### config.mk
export PLATFORM = sky130hd
export DESIGN_NAME = ddr_wcap
export DESIGN_NICKNAME = d
export VERILOG_FILES = /design/src/rtl/ddr_wcap_pkg.sv /design/src/rtl/ddr_wcap_sync.sv /design/src/rtl/ddr_wcap_seq.sv /design/src/rtl/ddr_wcap_port.sv /design/src/rtl/ddr_wcap.sv
export SDC_FILE = /design/constraint.sdc
export NUM_CORES = 1
export LEC_CHECK = 0
export BUFFER_PORTS_ARGS = -buffer_cell sky130_fd_sc_hd__buf_2
export CAP_MARGIN = 30
export CORE_MARGIN = 2
export CORE_UTILIZATION = 38
export DETAILED_ROUTE_END_ITERATION = 10
export PLACE_DENSITY = 0.69
export SKIP_CTS_REPAIR_TIMING = 1
export SLEW_MARGIN = 0
export SYNTH_ARGS = -nofsm -noshare
export SYNTH_HDL_FRONTEND = slang
export SYNTH_HIERARCHICAL = 1
export SYNTH_SLANG_ARGS = --single-unit
export TNS_END_PERCENT = 30
### constraint.sdc
create_clock -name clk -period 3.96 [get_ports clk]
set_input_delay 0.198 -clock clk [delete_from_list [all_inputs] [get_ports clk]]
set_output_delay 0.198 -clock clk [all_outputs]
set_load 0.05 [all_outputs]
### src/rtl/ddr_wcap_pkg.sv
package ddr_wcap_pkg;

  typedef enum logic {
    ORD_SEQ = 1'b0,
    ORD_ILV = 1'b1
  } ord_e;

  // low two column bits of beat k within an aligned group of four
  function automatic logic [1:0] beat_offset(input logic [1:0] start,
                                             input logic [1:0] k,
                                             input ord_e ord);
    logic [1:0] r;
    if (ord == ORD_ILV) r = start ^ k;
    else                r = start + k;
    return r;
  endfunction

endpackage

### src/rtl/ddr_wcap_sync.sv
module ddr_wcap_sync #(
  parameter int DQ_W   = 16,
  parameter int DM_W   = 2,
  parameter int BANK_W = 2,
  parameter int ADDR_W = 11
) (
  input  logic              clk,
  input  logic              rst_n,
  input  logic              dqs,
  input  logic [DQ_W-1:0]   dq,
  input  logic [DM_W-1:0]   dm,
  input  logic              cmd_write,
  input  logic [BANK_W-1:0] cmd_bank,
  input  logic [ADDR_W-1:0] cmd_addr,
  input  logic              burst_ilv,
  output logic [DQ_W-1:0]   s_dq,
  output logic [DM_W-1:0]   s_dm,
  output logic              s_cmd,
  output logic [BANK_W-1:0] s_bank,
  output logic [ADDR_W-1:0] s_addr,
  output logic              s_ilv,
  output logic              rise,
  output logic              fall
);
  localparam int PW = 1 + DQ_W + DM_W + 1 + BANK_W + ADDR_W + 1;

  logic [PW-1:0] stage [2];
  logic          dqs_prev;
  logic          s_dqs;

  always_ff @(posedge clk or negedge rst_n) begin
    if (!rst_n) begin
      stage[0] <= '0;
      stage[1] <= '0;
      dqs_prev <= 1'b0;
    end else begin
      stage[0] <= {dqs, dq, dm, cmd_write, cmd_bank, cmd_addr, burst_ilv};
      stage[1] <= stage[0];
      dqs_prev <= s_dqs;
    end
  end

  assign {s_dqs, s_dq, s_dm, s_cmd, s_bank, s_addr, s_ilv} = stage[1];
  assign rise = s_dqs & ~dqs_prev;
  assign fall = ~s_dqs & dqs_prev;

endmodule

### src/rtl/ddr_wcap_seq.sv
module ddr_wcap_seq
  import ddr_wcap_pkg::*;
#(
  parameter int DQ_W   = 16,
  parameter int DM_W   = 2,
  parameter int BANK_W = 2,
  parameter int ADDR_W = 11,
  parameter int COL_W  = 9,
  parameter int AP_BIT = 10
) (
  input  logic              clk,
  input  logic              rst_n,
  input  logic              rise,
  input  logic              fall,
  input  logic              cmd,
  input  logic [BANK_W-1:0] bank,
  input  logic [ADDR_W-1:0] addr,
  input  logic              ilv,
  input  logic [DQ_W-1:0]   dq,
  input  logic [DM_W-1:0]   dm,
  output logic              cap_fire,
  output logic [BANK_W-1:0] cap_bank,
  output logic [COL_W-1:0]  cap_col,
  output logic [DQ_W-1:0]   cap_data,
  output logic [DM_W-1:0]   cap_mask,
  output logic              done_fire,
  output logic              done_ap,
  output logic [BANK_W-1:0] done_bank,
  output logic              err_fire
);
  // pending command, armed until the next rising strobe
  logic              armed;
  logic [BANK_W-1:0] a_bank;
  logic [COL_W-1:0]  a_col;
  logic              a_ap;
  ord_e              a_ord;
  // open burst
  logic              active;
  logic [1:0]        idx;
  logic [BANK_W-1:0] b_bank;
  logic [COL_W-1:0]  b_col;
  logic              b_ap;
  ord_e              b_ord;

  logic              edge_seen, start_new, cont;
  logic [COL_W-1:0]  base_col;
  logic [1:0]        beat;
  ord_e              cur_ord;

  assign edge_seen = rise | fall;
  assign start_new = rise & armed;
  assign cont      = edge_seen & ~start_new & active;
  assign err_fire  = edge_seen & ~start_new & ~active;
  assign cap_fire  = start_new | cont;

  assign base_col  = start_new ? a_col : b_col;
  assign beat      = start_new ? 2'd0 : idx;
  assign cur_ord   = start_new ? a_ord : b_ord;
  assign cap_bank  = start_new ? a_bank : b_bank;
  assign cap_col   = {base_col[COL_W-1:2], beat_offset(base_col[1:0], beat, cur_ord)};
  assign cap_data  = dq;
  assign cap_mask  = dm;

  assign done_fire = cont & (idx == 2'd3);
  assign done_ap   = b_ap;
  assign done_bank = b_bank;

  always_ff @(posedge clk or negedge rst_n) begin
    if (!rst_n) begin
      armed  <= 1'b0;
      a_bank <= '0;
      a_col  <= '0;
      a_ap   <= 1'b0;
      a_ord  <= ORD_SEQ;
      active <= 1'b0;
      idx    <= 2'd0;
      b_bank <= '0;
      b_col  <= '0;
      b_ap   <= 1'b0;
      b_ord  <= ORD_SEQ;
    end else begin
      if (start_new) begin
        armed  <= 1'b0;
        active <= 1'b1;
        idx    <= 2'd1;
        b_bank <= a_bank;
        b_col  <= a_col;
        b_ap   <= a_ap;
        b_ord  <= a_ord;
      end else if (cont) begin
        idx <= idx + 2'd1;
        if (idx == 2'd3) active <= 1'b0;
      end
      if (cmd) begin
        armed  <= 1'b1;
        a_bank <= bank;
        a_col  <= addr[COL_W-1:0];
        a_ap   <= addr[AP_BIT];
        a_ord  <= ord_e'(ilv);
      end
    end
  end

  AST_BURST_CLOSES: assert property (@(posedge clk) disable iff (!rst_n)
    (cont && idx == 2'd3 && !start_new) |=> !active);
  AST_FRESH_START: assert property (@(posedge clk) disable iff (!rst_n)
    start_new |=> (active && idx == 2'd1));

endmodule

### src/rtl/ddr_wcap_port.sv
module ddr_wcap_port #(
  parameter int DQ_W   = 16,
  parameter int DM_W   = 2,
  parameter int BANK_W = 2,
  parameter int COL_W  = 9
) (
  input  logic              clk,
  input  logic              rst_n,
  input  logic              cap_fire,
  input  logic [BANK_W-1:0] cap_bank,
  input  logic [COL_W-1:0]  cap_col,
  input  logic [DQ_W-1:0]   cap_data,
  input  logic [DM_W-1:0]   cap_mask,
  input  logic              done_fire,
  input  logic              done_ap,
  input  logic [BANK_W-1:0] done_bank,
  input  logic              err_fire,
  output logic              wr_valid,
  output logic [BANK_W-1:0] wr_bank,
  output logic [COL_W-1:0]  wr_col,
  output logic [DQ_W-1:0]   wr_data,
  output logic [DM_W-1:0]   wr_mask,
  output logic              pre_req,
  output logic [BANK_W-1:0] pre_bank,
  output logic              strobe_err
);
  logic all_masked;
  assign all_masked = &cap_mask;

  always_ff @(posedge clk or negedge rst_n) begin
    if (!rst_n) begin
      wr_valid   <= 1'b0;
      wr_bank    <= '0;
      wr_col     <= '0;
      wr_data    <= '0;
      wr_mask    <= '0;
      pre_req    <= 1'b0;
      pre_bank   <= '0;
      strobe_err <= 1'b0;
    end else begin
      wr_valid   <= cap_fire & ~all_masked;
      if (cap_fire) begin
        wr_bank <= cap_bank;
        wr_col  <= cap_col;
        wr_data <= cap_data;
        wr_mask <= cap_mask;
      end
      pre_req    <= done_fire & done_ap;
      if (done_fire) pre_bank <= done_bank;
      strobe_err <= err_fire;
    end
  end

  AST_MASKED_DROPPED: assert property (@(posedge clk) disable iff (!rst_n)
    (cap_fire && all_masked) |=> !wr_valid);

endmodule

### src/rtl/ddr_wcap.sv
module ddr_wcap #(
  parameter int DQ_W   = 16,
  parameter int DM_W   = 2,
  parameter int BANK_W = 2,
  parameter int ADDR_W = 11,
  parameter int COL_W  = 9,
  parameter int AP_BIT = 10
) (
  input  logic              clk,
  input  logic              rst_n,
  input  logic              cmd_write,
  input  logic [BANK_W-1:0] cmd_bank,
  input  logic [ADDR_W-1:0] cmd_addr,
  input  logic              burst_ilv,
  input  logic              dqs,
  input  logic [DQ_W-1:0]   dq,
  input  logic [DM_W-1:0]   dm,
  output logic              wr_valid,
  output logic [BANK_W-1:0] wr_bank,
  output logic [COL_W-1:0]  wr_col,
  output logic [DQ_W-1:0]   wr_data,
  output logic [DM_W-1:0]   wr_mask,
  output logic              pre_req,
  output logic [BANK_W-1:0] pre_bank,
  output logic              strobe_err
);
  logic [DQ_W-1:0]   s_dq;
  logic [DM_W-1:0]   s_dm;
  logic              s_cmd, s_ilv, rise, fall;
  logic [BANK_W-1:0] s_bank;
  logic [ADDR_W-1:0] s_addr;

  logic              cap_fire, done_fire, done_ap, err_fire;
  logic [BANK_W-1:0] cap_bank, done_bank;
  logic [COL_W-1:0]  cap_col;
  logic [DQ_W-1:0]   cap_data;
  logic [DM_W-1:0]   cap_mask;

  ddr_wcap_sync #(.DQ_W(DQ_W), .DM_W(DM_W), .BANK_W(BANK_W), .ADDR_W(ADDR_W)) u_sync (
    .clk(clk), .rst_n(rst_n), .dqs(dqs), .dq(dq), .dm(dm),
    .cmd_write(cmd_write), .cmd_bank(cmd_bank), .cmd_addr(cmd_addr), .burst_ilv(burst_ilv),
    .s_dq(s_dq), .s_dm(s_dm), .s_cmd(s_cmd), .s_bank(s_bank), .s_addr(s_addr),
    .s_ilv(s_ilv), .rise(rise), .fall(fall)
  );

  ddr_wcap_seq #(.DQ_W(DQ_W), .DM_W(DM_W), .BANK_W(BANK_W), .ADDR_W(ADDR_W),
                 .COL_W(COL_W), .AP_BIT(AP_BIT)) u_seq (
    .clk(clk), .rst_n(rst_n), .rise(rise), .fall(fall), .cmd(s_cmd), .bank(s_bank),
    .addr(s_addr), .ilv(s_ilv), .dq(s_dq), .dm(s_dm),
    .cap_fire(cap_fire), .cap_bank(cap_bank), .cap_col(cap_col), .cap_data(cap_data),
    .cap_mask(cap_mask), .done_fire(done_fire), .done_ap(done_ap), .done_bank(done_bank),
    .err_fire(err_fire)
  );

  ddr_wcap_port #(.DQ_W(DQ_W), .DM_W(DM_W), .BANK_W(BANK_W), .COL_W(COL_W)) u_port (
    .clk(clk), .rst_n(rst_n), .cap_fire(cap_fire), .cap_bank(cap_bank), .cap_col(cap_col),
    .cap_data(cap_data), .cap_mask(cap_mask), .done_fire(done_fire), .done_ap(done_ap),
    .done_bank(done_bank), .err_fire(err_fire),
    .wr_valid(wr_valid), .wr_bank(wr_bank), .wr_col(wr_col), .wr_data(wr_data),
    .wr_mask(wr_mask), .pre_req(pre_req), .pre_bank(pre_bank), .strobe_err(strobe_err)
  );

  AST_WR_FROM_CAPTURE: assert property (@(posedge clk) disable iff (!rst_n)
    wr_valid |-> $past(cap_fire));
  AST_ERR_EXCLUSIVE: assert property (@(posedge clk) disable iff (!rst_n)
    strobe_err |-> !wr_valid);
  AST_PRE_AT_END: assert property (@(posedge clk) disable iff (!rst_n)
    pre_req |-> $past(done_fire && done_ap));

endmodule

# Word-level counts from Yosys, hierarchy flattened
# Index checks and enable logic that the tools add are counted.
# word_totals
ff_bits,133
in_bits,36
output_inout_bits,34
elab_cells,59
# classes
addsub,2
n_eq_ne,1
mux,12
n_bitwise,17
reduce_logical,5
# ops
op,n
2-bit 2-to-1 mux,5
1-bit AND,9
9-bit 2-to-1 mux,1
1-bit 2-to-1 mux,6
2-bit nonzero test,3
1-bit inverter,5
2-bit AND reduction,2
2-bit by 1-bit adder with 2-bit output (second input constant),1
2-bit adder,1
2-bit equality test (second input constant),1
1-bit OR,2
2-bit XOR,1

# Longest topological paths before layout
# Gate-level depths: netlist of the first run.
# logic_depth
ltp_word,8
ltp_mapped,10
mapped_depth_nobuf,8

# Cells and area by module
# Netlist of the first run, hierarchy kept.
# modules_own_cells
module,instances,cells_per_inst,area_per_inst_um2,seq_area_each_um2
ddr_wcap_sync,1,102,1974.4,1726.7
ddr_wcap_seq,1,117,1503.9,750.7
ddr_wcap_port,1,70,1356.3,850.8

# Worst setup path before layout of the first run
# Ideal clock, no wire load.
# synth_path
path_type,reg2reg
start,register u_sync.stage (netlist bit u_sync/s_dqs)
end,register u_port.wr_col[1]
setup_ps,125
t_arrival_ps,1828
required_time_ps,3835
slack_ps,2007
stages_incl_launch_ff,11
path_buffers,2
synth_period_minus_slack_ps,1953
cell_sequence,dfrtp_1 > nor2b_1 > buf_6 > nand2_4 > buf_6 > mux2_4 > ha_1 > inv_1 > a211oi_2 > xnor2_1 > mux2_4
# synth_between
word_cells_on_any_way,15
cone_classes,add/sub (1); mux (4); bitwise (10)
# synth_rtl
item,line,rtl
from (decl),ddr_wcap_sync.sv:27,logic [PW-1:0] stage [2];
1-bit AND,ddr_wcap_sync.sv:44,assign rise = s_dqs & ~dqs_prev;
named net rise,ddr_wcap.sv:29,"logic s_cmd, s_ilv, rise, fall;"
1-bit AND,ddr_wcap_seq.sv:51,assign start_new = rise & armed;
9-bit 2-to-1 mux,ddr_wcap_seq.sv:56,assign base_col = start_new ? a_col : b_col;
named net u_seq.base_col[0],ddr_wcap_seq.sv:46,logic [COL_W-1:0] base_col;
2-bit adder,ddr_wcap_pkg.sv:14,else r = start + k;
2-bit 2-to-1 mux,ddr_wcap_pkg.sv:13,if (ord == ORD_ILV) r = start ^ k;
named net cap_col[1],ddr_wcap.sv:35,logic [COL_W-1:0] cap_col;
to (signal assigned),ddr_wcap_port.sv:44,wr_col <= cap_col;
to (decl),ddr_wcap_port.sv:20,"output logic [COL_W-1:0] wr_col,"
# The timed path passes the listed nets, and every way through them passes these cells.
# A chain may end at the register's enable or synchronous reset.

# Worst setup path in the final report of the first run
# layout_path
start,register u_sync.dqs_prev
end,register u_port.wr_col[1]
# layout_between
word_cells_on_any_way,15
cone_classes,add/sub (1); mux (4); bitwise (10)
# layout_rtl
item,line,rtl
from (decl),ddr_wcap_sync.sv:28,logic dqs_prev;
from (signal assigned),ddr_wcap_sync.sv:39,dqs_prev <= s_dqs;
1-bit inverter,ddr_wcap_sync.sv:44,
1-bit AND,ddr_wcap_sync.sv:44,
named net rise,ddr_wcap.sv:29,
1-bit AND,ddr_wcap_seq.sv:51,
9-bit 2-to-1 mux,ddr_wcap_seq.sv:56,
named net u_seq.base_col[0],ddr_wcap_seq.sv:46,
2-bit adder,ddr_wcap_pkg.sv:14,
2-bit 2-to-1 mux,ddr_wcap_pkg.sv:13,
named net cap_col[1],ddr_wcap.sv:35,
# The timed path passes the listed nets, and every way through them passes these cells.

==> results of run 1 <==
-- worst paths after layout --
check                            startpoint          endpoint  slack (ns)  cells after the start
min in group asynchronous             rst_n  u_sync/stage[66]        0.44                      2
max reg2reg                 u_sync/dqs_prev  u_port/wr_col[1]        1.62                      8
min reg2reg                u_sync/stage[38]  u_sync/s_addr[3]        0.34                      0
min                        u_sync/stage[38]  u_sync/s_addr[3]        0.34                      0
max in group asynchronous             rst_n       u_seq/a_ord        2.52                      3
max                         u_sync/dqs_prev  u_port/wr_col[1]        1.62                      8
-- metal layers --
metal	part of all wire	wire length (µm)	global-route usage	up-vias
li1	-	-	-	1014
met1	0.44	3160	0.135	1153
met2	0.49	3510	0.170	61
met3	0.045	318	0.0529	17
met4	0.018	129	0.0603	0
met5	0	0	0	-
-- cell type report --
cell class	instances	area, µm²	area share
inverters	5	18.8	0.00324
clock inverters	10	108	0.0186
multi-input cells	87	997	0.172
flip-flops and latches	131	3280	0.566
repair buffers	104	714	0.123
clock buffers	22	464	0.0802
well taps	168	210	0.0363
-- stage by stage --
step / setup WS [ns] / util / hold WS (ns) / power, mW / std cells
floorplan: 2.01 / - / -0.0976 / 2.37 / 286
global placement: 1.60 / 0.399 / 0.305 / 2.51 / 460
detailed placement: 1.60 / 0.401 / 0.307 / 2.54 / 461
CTS: 1.60 / 0.448 / -0.132 / 4.06 / 493
global route: 1.48 / 0.476 / 0.351 / 4.22 / 527
finish: 1.62 / 0.476 / 0.345 / 4.02 / 527
-- worst max-delay path, stage by stage, from the launching register on --
cell and delay (ns):
dfrtp_1 0.37, nor2b_1 0.49, nand2_4 0.30, mux2_4 0.38, ha_1 0.19, inv_1 0.06, a211oi_2 0.04, xnor2_1 0.13
mux2_4 0.25
-- sequential cells by signal, summed over array words and instances (netlist names), 2 cells and up --
register / count
u_port/wr_bank: 2
u_port/wr_col: 9
u_sync/stage: 33
u_sync/s_dq: 16
u_port/pre_bank: 2
u_sync/s_bank: 2
u_port/wr_mask: 2
u_seq/done_bank: 2
u_sync/s_addr: 10
u_seq/b_col: 9
u_port/wr_data: 16
u_seq/idx: 2
u_seq/a_col: 9
u_seq/a_bank: 2
u_sync/s_dm: 2
-- power groups by stage --
stage	clock, mW	sequential, mW	combinational, mW
2_1_floorplan	0	2.00	0.373
3_3_place_gp	0	1.65	0.860
3_5_place_dp	0	1.66	0.875
4_1_cts	1.54	1.64	0.878
5_1_grt	1.61	1.66	0.949
6_report	1.49	1.64	0.893
==> flow_summary.ini, run 1 <==
[outcome]
status = finished clean

[clock_tree]
cts_root_buf = clkbuf_16
worstSkewPairLatency_ns = 0.41
clockBufferDepth = 2
cts_made_buffers = 17
cts_htree_levels = 4
cts.sinks = 131
cts_tree = done
clkTransAtPathRegs_ns = 0.05

[global_routing]
grt_usage = 0.113
antenna_found_initial = 0
grt_pass1_wl_um = 10900
grt_overflow = 0
grt_max_degree = 96
grt_pass1_vias = 2218

[power]
p_comb_frac = 0.222
power_per_cell_area_nw_per_um2 = 695
seq_power_share = 0.407
p_switching_mw = 1.20
peakVddDrop_uv = 390
p_int_mw = 2.82
clkPwrFrac = 0.371
power_switching_share = 0.299
p_leak_nw = 2.74

[sta]
setup-tns-final_ns = 0
worst_pin_slew_ns = 0.813
setup_viol = 0
slew_violations = 0
relSlewSlack = 0.458
post-route-period-util = 0.591
final.min_clock_period_ns = 2.34
final-hold-violation-count = 0
fin_skew_ns = 0.00645
rsz0062_at_grt = no
fmax_mhz = 427

[synthesis]
syn_area_per_cell_um2 = 16.7
ys.warnings.count = 6
syn_nets = 324
netlist_area_um2 = 4780
synthCells = 286

[placed_design]
port_buffers = 68
place.gp.congestion = 0.651
dp_hpwl_um = 4180
dpl_cell_area_um2 = 4880

[die]
coreArea_um2 = 12200
io_pins = 70
initial_utilization = 0.393
dieArea_um2 = 13500
num_rows = 40
fp.dieW_um = 116
dieHeight_um = 116

[route]
dr.first_iter.drc_count = 67
num_vias = 2245
drc = 0
drt_wl_total_um = 7120
drt_first_pass_iters = 4
detail_route.vias_per_cell = 4.26
ant_nets = 0
wl_per_cell_um = 13.5

[job]
maxCapViolCount = 0

[cells_and_area]
diodes = 0
nets = 384
fillers = 1057
final_common_cell = dfrtp_1
layout_common_cells = dfrtp_1 (131), buf_2 (67), mux2_4 (37), dlygate4sd3_1 (34), mux2_2 (19)
drive_gt1_frac = 0.446
syn_to_final_growth_pct = 21.2
fin_area_um2 = 5790

[min_path]
hold_class = reg2reg

[worst_setup_path]
end_kind = flip-flop
crit_required_ns = 4.25
worst_setup_path_start_kind = flip-flop
crit_arrival_ns = 2.63
worstPathMaxFanout = 16
critical_path_class = reg2reg
(Power assumes the default switching activity.)
==> inputs of run 2 (changes only) <==
--- a/config.mk
+++ b/config.mk
@@ -10,7 +10,7 @@
 export CORE_MARGIN = 2
 export CORE_UTILIZATION = 38
 export DETAILED_ROUTE_END_ITERATION = 10
-export PLACE_DENSITY = 0.69
+export PLACE_DENSITY = 0.71
 export SKIP_CTS_REPAIR_TIMING = 1
 export SLEW_MARGIN = 0
 export SYNTH_ARGS = -nofsm -noshare
==> constraint.sdc (replaced) <==
create_clock -name clk -period 2 [get_ports clk]
set_input_delay 0.1 -clock clk [delete_from_list [all_inputs] [get_ports clk]]
set_output_delay 0.1 -clock clk [all_outputs]
set_load 0.05 [all_outputs]
==> run 2 against run 1 <==
Effect of this change:
- hold slack got worse by 0.11 ns
- critical endpoint unchanged
- critical path depth is the same
- clock skew is 0.0030 ns higher
- clock-buffer cell count grew 1
- wire length down 0.58%
- utilization rose by 1.1 points
- highest routed layer unchanged
- final cell count up 0.95%
- via count about the same
==> flow_summary.ini, run 2 (synthesized netlist as in run 1, its figures left out) <==
[worst_setup_path]
worstPathMaxFanout = 2
critPathSlowestCell = dfrtp_1
r2r_slack_ns = 0.13
worst_r2r_path_depth = 8
worst_setup_path_start_kind = flip-flop
critical_path_class = reg2reg
end_kind = flip-flop
crit_required_ns = 2.29
regToRegEndpoint = u_port/wr_col[1]
cpMostUsedCell = mux2_4
path_cells = nor2b_1 > nand2_4 > mux2_4 > ha_1 > inv_1 > a211oi_2 > xnor2_1 > mux2_4
max_stage_delay_ns = 0.38
crit_arrival_ns = 2.16
rr_startpoint = u_sync/dqs_prev

[power]
p_leak_nw = 2.81
clkPwrFrac = 0.399
p_switching_mw = 2.37
power_per_cell_area_nw_per_um2 = 1410
seq_power_share = 0.388
peakVddDrop_uv = 925
power_switching_share = 0.284
total_power_mw = 8.36
p_int_mw = 5.99
p_comb_frac = 0.214

[cells_and_area]
seqCellArea_um2 = 3280
regMostFlops = u_sync/stage
fillers = 1049
diodes = 0
multi_input_area_um2 = 997
nets = 389
largest_reg_flops = 33
drive_gt1_frac = 0.451
fin_area_um2 = 5930
final_util = 0.487
layout_common_cells = dfrtp_1 (131), buf_2 (67), mux2_4 (37), dlygate4sd3_1 (34), mux2_2 (19)
syn_to_final_growth_pct = 24.0
final_common_cell = dfrtp_1

[route]
ant_nets = 0
detail_route.vias_per_cell = 4.22
drt_first_pass_iters = 4
dr.first_iter.drc_count = 117
drt_wl_total_um = 7080
drc = 0
num_vias = 2243
wl_per_cell_um = 13.3

[placed_design]
port_buffers = 68
dp_hpwl_um = 4300
dpl_cell_area_um2 = 4940
place.gp.congestion = 0.662

[global_routing]
antenna_found_initial = 0
grt_pass1_vias = 2315
grt_overflow = 0
grt_max_degree = 55
grt_usage = 0.114
grt_pass1_wl_um = 11300

[die]
fp.dieW_um = 116
dieArea_um2 = 13500
coreArea_um2 = 12200
initial_utilization = 0.393
dieHeight_um = 116
num_rows = 40
io_pins = 70

[sta]
setup-tns-final_ns = 0
fmax_mhz = 536
slew_violations = 0
setup_viol = 0
post-route-period-util = 0.933
final-hold-violation-count = 0
rsz0062_at_grt = no
final.min_clock_period_ns = 1.87
relSlewSlack = 0.569
worst_pin_slew_ns = 0.647
fin_skew_ns = 0.00940

[clock_tree]
cts_made_buffers = 17
clockBufferDepth = 2
worstSkewPairLatency_ns = 0.41
cts_tree = done
clkTransAtPathRegs_ns = 0.06
cts_htree_levels = 4
cts_root_buf = clkbuf_16
cts.sinks = 131

[outcome]
status = finished clean

[job]
maxCapViolCount = 0

[min_path]
hold_class = in2async
run 2: changes by cell type in the layout (fill, tap and decap cells not counted), sizes merged:
cell,change
buf,+5
bufinv,+3
clkbuf,+1
clkinv,-2
clkinvlp,-2
run 2: routing by layer:
layer,global-route usage,part of all wire
met1,0.146,0.45
met2,0.163,0.48
met3,0.0509,0.047
met4,0.0627,0.018
met5,0,0
run 2: stage by stage:
| stage | worst slack, ns | hold WS [ns] | instances |
|---|---|---|---|
| 4_1_cts | 0.130 | -0.355 | 498 |
| 3_3_place_gp | 0.217 | 0.0775 | 466 |
| 3_5_place_dp | 0.141 | 0.0905 | 466 |
| 6_report | 0.134 | 0.231 | 532 |
| 2_1_floorplan | 0.0466 | -0.196 | 286 |
| 5_1_grt | 0.0509 | 0.269 | 532 |
run 2: worst max-delay path, delay by kind of cell (launching register included):
family                     cells  cell delay [ns]
muxes                          2             0.57
DFF                            1             0.38
xor gates and xnor gates       1             0.13
and+or+nand+nor                2             0.38
buffers and inverters          1             0.06
adders and majority gates      1             0.20
AOI/OAI and AO/OA              1             0.04
run 2: area by class of cell:
cell class	count	area share
Tap cell	168	0.0355
Sequential cell	131	0.553
Multi-Input combinational cell	87	0.168
Clock inverter	9	0.0298
Clock buffer	23	0.0790
Inverter	5	0.00317
Timing Repair Buffer	109	0.131
run 2: worst max path at each step:
stage	to	slack, ns	depth (start not counted)	startpoint
global route	u_port/wr_col[1]	0.05	8	u_sync/s_dqs
floorplan	u_port/wr_col[1]	0.05	10	u_sync/s_dqs
global placement	u_port/wr_col[1]	0.22	8	u_sync/dqs_prev
detailed placement	u_port/wr_col[1]	0.14	8	u_sync/s_dqs
finish	u_port/wr_col[1]	0.13	8	u_sync/dqs_prev
CTS	u_port/wr_col[1]	0.13	8	u_sync/dqs_prev
run 2: power by group through the flow:
stage	clock [mW]	combinational (mW)	sequential, mW
floorplan	0	0.739	3.96
global placement	0	1.72	3.27
detailed placement	0	1.75	3.29
global route	3.55	1.90	3.29
CTS	3.43	1.76	3.25
finish	3.33	1.79	3.24
==> inputs of run 3 (changes only) <==
==> constraint.sdc (replaced) <==
create_clock -name clk -period 2 [get_ports clk]
set_input_delay 0.3 -clock clk [delete_from_list [all_inputs] [get_ports clk]]
set_output_delay 0.3 -clock clk [all_outputs]
set_load 0.05 [all_outputs]
==> run 3 against run 2 <==
Effect of this change:
- global-route usage barely moved
- critical path depth is the same
- wire length fell by 1.6%
- critical endpoint unchanged
- final area fell by 1.2%
- highest routed layer unchanged
- critical path type unchanged
- largest cell class unchanged
- largest power group is now sequential cells
- clock-buffer cell count decreased by 3
- fmax up 2.7%
==> flow_summary.ini, run 3 (synthesized netlist as in run 1, its figures left out) <==
[job]
maxCapViolCount = 0

[global_routing]
grt_max_degree = 51
use_met3 = 0.0503
grt-busiest-layer = met2
grt_util_met1 = 0.137
grt_pass1_wl_um = 11200
grt_pass1_vias = 2309
grt_overflow = 0
grtUsageMet2 = 0.174
antenna_found_initial = 0
grt_usage = 0.114

[cells_and_area]
final_common_cell = dfrtp_1
multi_input_area_um2 = 997
syn_to_final_growth_pct = 22.6
diodes = 0
layout_common_cells = dfrtp_1 (131), buf_2 (67), mux2_4 (37), dlygate4sd3_1 (33), mux2_2 (19)
seqCellArea_um2 = 3280
drive_gt1_frac = 0.459
fillers = 1039
nets = 388
largest_reg_flops = 33
regMostFlops = u_sync/stage

[route]
ant_nets = 0
dr.first_iter.drc_count = 77
wl_per_cell_um = 13.1
drt_first_pass_iters = 4
drc = 0
num_vias = 2210
detail_route.vias_per_cell = 4.17
drt_wl_total_um = 6970

[sta]
worst_pin_slew_ns = 0.639
fmax_mhz = 550
relSlewSlack = 0.574
hold_ws_ns = 0.0240
post-route-period-util = 0.909
fin_skew_ns = 0.00853
rsz0062_at_grt = no
slew_violations = 0
setup-tns-final_ns = 0
final-hold-violation-count = 0
setup_viol = 0
final.min_clock_period_ns = 1.82

[clock_tree]
clockBufferDepth = 2
cts_tree = done
cts_root_buf = clkbuf_16
cts_htree_levels = 4
worstSkewPairLatency_ns = 0.41
clkTransAtPathRegs_ns = 0.06
cts.sinks = 131
cts_made_buffers = 17

[power]
p_leak_nw = 2.78
peakVddDrop_uv = 870
power_per_cell_area_nw_per_um2 = 1370

[worst_setup_path]
crit_required_ns = 2.29
crit_arrival_ns = 2.11
critical_path_class = reg2reg
end_kind = flip-flop
worst_setup_path_start_kind = flip-flop
worstPathMaxFanout = 3

[die]
io_pins = 70
dieArea_um2 = 13500
fp.dieW_um = 116
dieHeight_um = 116
coreArea_um2 = 12200
initial_utilization = 0.393
num_rows = 40

[placed_design]
port_buffers = 68
dp_hpwl_um = 4390
place.gp.congestion = 0.660

[outcome]
status = finished clean

[min_path]
hold_class = in2reg
-- run 3: cell count changes in the layout (fill, tap and decap cells not counted), sizes merged --
cell         delta
bufinv          -3
dlygate4sd3     -1
clkinvlp        +1
inv             +2
clkinv          +2
clkbuf          -3
-- run 3: final timing paths --
check                            startpoint                  to  slack (ns)  cells past startpoint
max                            u_sync/s_dqs    u_port/wr_col[1]        0.18                      8
min                             cmd_addr[3]    u_sync/stage[38]        0.02                      1
max reg2reg                    u_sync/s_dqs    u_port/wr_col[1]        0.18                      8
min reg2reg                u_sync/stage[37]    u_sync/s_addr[2]        0.34                      0
max in group asynchronous             rst_n  u_port/wr_data[12]        1.08                      3
min in group asynchronous             rst_n      u_seq/b_col[5]        0.35                      2
-- run 3: metal layers --
layer,vias up,part of all wire
li1,1020,-
met1,1125,0.44
met3,10,0.044
met4,0,0.020
met5,-,0
met2,55,0.50
-- run 3: through the flow --
stage,setup WS [ns],area (µm²),util,power [mW],cells
floorplan,0.0466,4780,-,4.70,286
finish,0.182,5860,0.482,8.02,530
CTS,0.164,5530,0.454,8.08,497
global route,0.0543,5860,0.482,8.38,530
detailed placement,0.165,4940,0.406,5.04,466
global placement,0.219,4940,0.406,5.00,466
-- run 3: layout make-up --
type | count | area share
Sequential cell | 131 | 0.560
Multi-Input combinational cell | 87 | 0.170
Timing Repair Buffer | 108 | 0.131
Clock buffer | 20 | 0.0780
Tap cell | 168 | 0.0359
Clock inverter | 11 | 0.0220
Inverter | 5 | 0.00320
-- run 3: power breakdown --
part           internal (mW)  leakage [nW]  switching, mW  total, mW
sequential              3.04          1.53          0.210       3.24
clock                   1.90         0.283           1.10       3.00
combinational          0.675         0.962           1.11       1.78
total                   5.61          2.78           2.41       8.02
-- run 3: worst max-delay path, stage by stage (launching register included) --
cell and delay (ns):
dfrtp_1 0.36, nor2b_1 0.27, nand2_4 0.08, mux2_4 0.31
ha_1 0.20, inv_1 0.06, a211oi_2 0.04, xnor2_1 0.13
mux2_4 0.25
